===== config.mk =====
export PLATFORM = sky130hd
export DESIGN_NAME = hazard_ctrl
export DESIGN_NICKNAME = d
export VERILOG_FILES = /design/src/rtl/hazard_pkg.sv /design/src/rtl/hz_src_match.sv /design/src/rtl/hz_jump_decode.sv /design/src/rtl/hz_branch_squash.sv /design/src/rtl/hazard_ctrl.sv
export SDC_FILE = /design/constraint.sdc
export NUM_CORES = 1
export LEC_CHECK = 0
export ABC_AREA = 1
export BUFFER_PORTS_ARGS = -buffer_cell sky130_fd_sc_hd__buf_4
export CAP_MARGIN = 20
export CORE_AREA = 3 3 40 42
export DETAILED_ROUTE_END_ITERATION = 16
export DIE_AREA = 0 0 43 45
export GPL_TIMING_DRIVEN = 0
export PLACE_DENSITY_LB_ADDON = 0.3
export SYNTH_ARGS = -nofsm -noshare
export SYNTH_HDL_FRONTEND = slang
export SYNTH_SLANG_ARGS = --single-unit

===== constraint.sdc =====
create_clock -name vclk -period 2.4
set_input_delay 0.48 -clock vclk [all_inputs]
set_output_delay 0.48 -clock vclk [all_outputs]
set_load 0.01 [all_outputs]

===== src/rtl/hazard_pkg.sv =====
package hazard_pkg;
    localparam int REG_IDX_W = 5;
    localparam int OPCODE_W  = 6;
    localparam int NUM_SRC   = 2;
    localparam logic [OPCODE_W-1:0] OPC_JUMP = 6'd2;
    localparam logic [OPCODE_W-1:0] OPC_JAL  = 6'd3;

    typedef struct packed {
        logic pc_we;
        logic ifid_we;
        logic ctrl_zero;
        logic ifid_flush;
    } hz_out_t;
endpackage


===== src/rtl/hz_src_match.sv =====
module hz_src_match #(
    parameter int IDX_W = hazard_pkg::REG_IDX_W,
    parameter int N_SRC = hazard_pkg::NUM_SRC
) (
    input  logic                        load_in_ex,
    input  logic [IDX_W-1:0]            load_dst,
    input  logic [N_SRC-1:0][IDX_W-1:0] srcs,
    output logic                        hit
);
    logic [N_SRC-1:0] eq_d;

    for (genvar g = 0; g < N_SRC; g++) begin : g_cmp
        always_comb begin
            eq_d[g] = (srcs[g] == load_dst);
        end
    end

    always_comb begin
        hit = load_in_ex && (|eq_d);
    end
endmodule


===== src/rtl/hz_jump_decode.sv =====
module hz_jump_decode #(
    parameter int OPC_W = hazard_pkg::OPCODE_W,
    parameter logic [OPC_W-1:0] OPC_A = hazard_pkg::OPC_JUMP,
    parameter logic [OPC_W-1:0] OPC_B = hazard_pkg::OPC_JAL
) (
    input  logic [OPC_W-1:0] opcode,
    output logic             no_reg_src
);
    always_comb begin
        no_reg_src = (opcode == OPC_A) || (opcode == OPC_B);
    end
endmodule


===== src/rtl/hz_branch_squash.sv =====
module hz_branch_squash (
    input  logic br_in_ex,
    input  logic cmp_equal,
    output logic squash
);
    always_comb begin
        squash = br_in_ex && cmp_equal;
    end
endmodule


===== src/rtl/hazard_ctrl.sv =====
module hazard_ctrl
    import hazard_pkg::*;
#(
    parameter int IDX_W = REG_IDX_W,
    parameter int OPC_W = OPCODE_W
) (
    input  logic             ex_mem_read,
    input  logic [IDX_W-1:0] ex_rt,
    input  logic [IDX_W-1:0] id_rs,
    input  logic [IDX_W-1:0] id_rt,
    input  logic [OPC_W-1:0] id_opcode,
    input  logic             ex_branch,
    input  logic             ex_zero,
    output logic             pc_we,
    output logic             ifid_we,
    output logic             ctrl_zero,
    output logic             ifid_flush
);
    logic                        raw_hit;
    logic                        is_jump;
    logic                        squash;
    logic [NUM_SRC-1:0][IDX_W-1:0] src_vec;
    hz_out_t                     hz_d;

    assign src_vec[0] = id_rs;
    assign src_vec[1] = id_rt;

    hz_src_match #(.IDX_W(IDX_W), .N_SRC(NUM_SRC)) i_match (
        .load_in_ex (ex_mem_read),
        .load_dst   (ex_rt),
        .srcs       (src_vec),
        .hit        (raw_hit)
    );

    hz_jump_decode #(.OPC_W(OPC_W), .OPC_A(OPC_W'(OPC_JUMP)), .OPC_B(OPC_W'(OPC_JAL))) i_jdec (
        .opcode     (id_opcode),
        .no_reg_src (is_jump)
    );

    hz_branch_squash i_squash (
        .br_in_ex  (ex_branch),
        .cmp_equal (ex_zero),
        .squash    (squash)
    );

    // Squash outranks the load interlock: a wrong-path decode slot is not held.
    always_comb begin
        logic hold;
        hold          = raw_hit && !is_jump && !squash;
        hz_d.pc_we      = !hold;
        hz_d.ifid_we    = !hold;
        hz_d.ctrl_zero  = hold;
        hz_d.ifid_flush = squash;
    end

    assign pc_we      = hz_d.pc_we;
    assign ifid_we    = hz_d.ifid_we;
    assign ctrl_zero  = hz_d.ctrl_zero;
    assign ifid_flush = hz_d.ifid_flush;
endmodule


# --- Word level (Yosys, flattened, before mapping) ---
# Cells that the tools add are included.
# W data, S select, Z words.
word_totals:
  reg_bits: 0
  inputBits: 24
classes:
  reduce_logical: 9
  eq_ne: 4
ops:
  columns: ["op", "n"]
  rows:
  - ["$eq A6 B2 Y1 const B", 2]
  - ["$eq A5 B5 Y1", 2]
  - ["$logic_and A1 B1 Y1", 4]
  - ["$logic_not A1 Y1", 3]
  - ["$reduce_or A2 Y1", 1]
  - ["$logic_or A1 B1 Y1", 1]

# --- Logic depth before layout (Yosys ltp) ---
logic_depth:
  ltp_word: 6
  mapped_depth: 8
  ltp_nobuf: 7

# --- Modules after synthesis ---
# Synthesis repeated with hierarchy kept, for this count alone.
unflattened:
  hier_cells: 57
  hier_area_um2: 246.5
modules_own_cells:
  columns: ["mod", "instances", "area_per_inst_um2", "seq_area_each_um2", "cells_per_inst"]
  rows:
  - ["hz_src_match", 1, 187.7, 0.0, 44]
  - ["hazard_ctrl", 1, 28.8, 0.0, 5]
  - ["hz_jump_decode", 1, 22.5, 0.0, 6]
  - ["hz_branch_squash", 1, 7.5, 0.0, 2]

# --- Worst setup path after synthesis ---
# OpenSTA, ideal clock, no wires.
synth_timing:
  path_kind: "input to output"
  start: "input ex_rt[1]"
  end: "output pc_we"
  cell_stages: 8
  arrival_time_ns: 1.113
  setup_slack_ns: 0.807
  path_cell_list: "inv_1 nand2_1 nand2_1 nor2_1 nand3_1 nand2_1 nand2_1 buf_4"
synth_via:
  elab_chain_cells: 6
synth_lines:
  columns: ["element", "line_no", "rtl"]
  rows:
  - ["start: declaration", "hazard_ctrl.sv:8", "input logic [IDX_W-1:0] ex_rt,"]
  - ["$eq A5 B5 Y1", "hz_src_match.sv:14", "eq_d[g] = (srcs[g] == load_dst);"]
  - ["$reduce_or A2 Y1 *", "hz_src_match.sv:19", "hit = load_in_ex && (|eq_d);"]
  - ["$logic_and A1 B1 Y1 *", "hz_src_match.sv:19", null]
  - ["$logic_and A1 B1 Y1 * (2 in series)", "hazard_ctrl.sv:49", "hold = raw_hit && !is_jump && !squash;"]
  - ["$logic_not A1 Y1 *", null, null]
  - ["end: declaration", "hazard_ctrl.sv:14", "output logic pc_we,"]
# Mark *: on every way between the ends. The rest lies on a longest branch, timed or not.

# --- Final worst setup path ---
layout_timing:
  start: "input id_rt[0]"
  end: "output pc_we"
layout_via:
  elab_chain_cells: 6
layout_lines:
  columns: ["element", "line_no", "rtl"]
  rows:
  - ["start: declaration", "hazard_ctrl.sv:10", "input logic [IDX_W-1:0] id_rt,"]
  - ["$eq A5 B5 Y1", "hz_src_match.sv:14", null]
  - ["$reduce_or A2 Y1", "hz_src_match.sv:19", null]
  - ["$logic_and A1 B1 Y1", "hz_src_match.sv:19", null]
  - ["$logic_and A1 B1 Y1 (2 in series)", "hazard_ctrl.sv:49", null]
  - ["$logic_not A1 Y1", "hazard_ctrl.sv:50", "hz_d.pc_we = !hold;"]
# Every way passes these cells.

==> reports/summary.json <==
{
  "worstPathRequired_ns": 1.92,
  "finalSetupTns_ns": 0,
  "drv_slew": 0,
  "syn_avg_cell_area_um2": 4.38,
  "cts.repair_timing.setup_buffer_count": 0,
  "wirelength_met1_um": 258,
  "setup_slack_ns": 0.576,
  "ports_placed_on_the_boundary": 28,
  "share_of_power_burned_in_combinational_logic": 1.000,
  "cpPeakStageDelay_ns": 0.15,
  "die_w_um": 43,
  "nFillCells": 149,
  "first_global_vias": 275,
  "power.net_switching_w": 0.0000255,
  "top_layer_used": "met3",
  "end_kind": "output pin",
  "cp_max_delay_cell": "sky130_fd_sc_hd__xor2_1",
  "synth_cell_type_count": 11,
  "netlist_area_um2": 228,
  "p_int_w": 0.0000394,
  "critPathArrivalTime_ns": 1.34,
  "synthCells": 52,
  "detail_route.wirelength_um": 671,
  "hold_path.class": "input port to output pin",
  "placement.cell_area_um2": 449,
  "overall_track_demand_over_capacity_in_global_routing": 0.0638,
  "series_of_cell_instances_along_the_critical_path": "buf_4, xor2_1, nor2_1, nand3_1, nand2_1, nand2_1, buf_4, buf_4",
  "area_growth_syn_to_layout_pct": 97.3,
  "place_congestion": 0.647,
  "power_switching_share": 0.393,
  "static-leakage-power_nw": 0.305,
  "achievable-frequency_ghz": 0.548,
  "antenna_cells": 0,
  "route.vias.total": 349,
  "p_clk_frac": 0,
  "numPortBuffers": 27,
  "cp_max_fo": 2,
  "synth.top_cell.area_share": 0.396,
  "max-slew-margin-rel": 0.900,
  "grt_overflow_total": 0,
  "initial_core_util": 0.177,
  "finalInstanceArea_um2": 449,
  "synth_seq_area_share": 0,
  "core_area_mm2": 0.00128,
  "cts_hold_buf": 0,
  "rsz0062_at_grt": "false",
  "min_from": "ex_zero",
  "layout.clock_buffers": 0,
  "final_min_period_over_clock_period": 0.760,
  "via_per_inst": 3.71,
  "die_h_um": 45,
  "dp_hpwl_um": 620,
  "wl_met2_um": 305,
  "drt.antenna.violating_nets": 0,
  "max_cap_violations": 0,
  "utilization": 0.350,
  "cts_resized": 0,
  "post-place-ws_ns": 0.552,
  "drt_first_pass_iters": 4,
  "design.seq.count": 0,
  "num-nets-final": 105,
  "route.detailed.drc": 0,
  "synth_common_cells": "24 x sky130_fd_sc_hd__nand2_1, 13 x sky130_fd_sc_hd__inv_1, 4 x sky130_fd_sc_hd__nor2_1",
  "global_route_wire_length_before_repair_um": 1040,
  "crit_path_start_kind": "input port",
  "dominant_cells_by_area_after_synthesis": "sky130_fd_sc_hd__nand2_1 40%, sky130_fd_sc_hd__inv_1 21%, sky130_fd_sc_hd__xnor2_1 7.7%",
  "register_area_um2": 0,
  "post-synth-top-count-cell": "sky130_fd_sc_hd__nand2_1",
  "timing.setup.critical_path_class": "input port to output pin",
  "ir_worst_vdd_uv": 40.9,
  "design.die.area_mm2": 0.00194,
  "wire_per_inst_um": 7.14,
  "antenna_found_initial": 0,
  "outcome": "finished clean",
  "layout_min_cycle_time_ns": 1.82,
  "report.final.setup_viol": 0,
  "worst_setup_path_startpoint": "id_rt[0]",
  "power.sequential.fraction": 0,
  "yosys.area.top_type": "sky130_fd_sc_hd__nand2_1",
  "fraction_of_layout_instances_using_a_drive_strength_above_1": 0.380,
  "power_density_mw_per_mm2": 144,
  "drt_first_iter_violations": 7,
  "detailroute.wirelength.met3_um": 108,
  "crit_top_cell": "sky130_fd_sc_hd__buf_4",
  "timing.final.hold_violations": 0,
  "grt_start_max_net_pins": 4,
  "core.rowCount": 13,
  "syn_nets": 76,
  "yosysWarnings": 0,
  "tightestPinTransition_ns": 0.149
}
[power by group through the flow]
| stage | logic (W) | clock network [W] | registers [W] |
|---|---|---|---|
| after CTS | 0.0000659 | 0 | 0 |
| final | 0.0000649 | 0 | 0 |
| after global routing | 0.0000734 | 0 | 0 |
| after floorplan | 0.0000262 | 0 | 0 |
| after detailed placement | 0.0000657 | 0 | 0 |
| after global placement | 0.0000644 | 0 | 0 |
[stage by stage]
stage / hold WS [ns] / total power, W / cells
2_1_floorplan: 1.07 / 0.0000262 / 52
3_3_place_gp: 1.24 / 0.0000644 / 94
3_5_place_dp: 1.24 / 0.0000657 / 94
4_1_cts: 1.24 / 0.0000659 / 94
5_1_grt: 1.27 / 0.0000734 / 94
6_report: 1.24 / 0.0000649 / 94
[metal layers]
layer  track usage  up-vias
li1              -      201
met1        0.0810      130
met2         0.114       18
met3        0.0199        0
met4             0        0
met5             0        -
[path summary, 6_finish.rpt]
kind,end,cells past startpoint
worst min-delay path,ifid_flush,4
worst max-delay path,pc_we,8
[logic make-up after synthesis]
kind of cell           after synthesis  share of synthesized area
AO/OA/AOI/OAI                        1                     0.0385
AND/OR/NAND/NOR                     33                      0.582
XOR/XNOR                             3                      0.115
buffers and inverters               15                      0.264
[placed cells by master, fill, tap and decap left out]
cell type                  synthesis  layout
sky130_fd_sc_hd__a21oi_2           1       1
sky130_fd_sc_hd__buf_4             1      28
sky130_fd_sc_hd__inv_1            13      13
sky130_fd_sc_hd__inv_2             1       1
sky130_fd_sc_hd__nand2_1          24      24
sky130_fd_sc_hd__nand3_1           3       3
sky130_fd_sc_hd__nand3b_1          1       1
sky130_fd_sc_hd__nor2_1            4       4
sky130_fd_sc_hd__nor3_1            1       1
sky130_fd_sc_hd__xnor2_1           2       2
sky130_fd_sc_hd__xor2_1            1       1
[layout make-up]
type	instances	area [µm²]	area share
multi-input cells	37	168	0.373
inverters	14	52.6	0.117
repair buffers	27	203	0.451
well taps	15	18.8	0.0418
plain buffers	1	7.51	0.0167
[critical path, delay by kind of cell]
family | cells | cell delay, ns
buffers and inverters | 3 | 0.37
AND/OR/NAND/NOR | 4 | 0.35
XOR/XNOR | 1 | 0.15
Note: power is estimated with default switching activity, not from simulation.
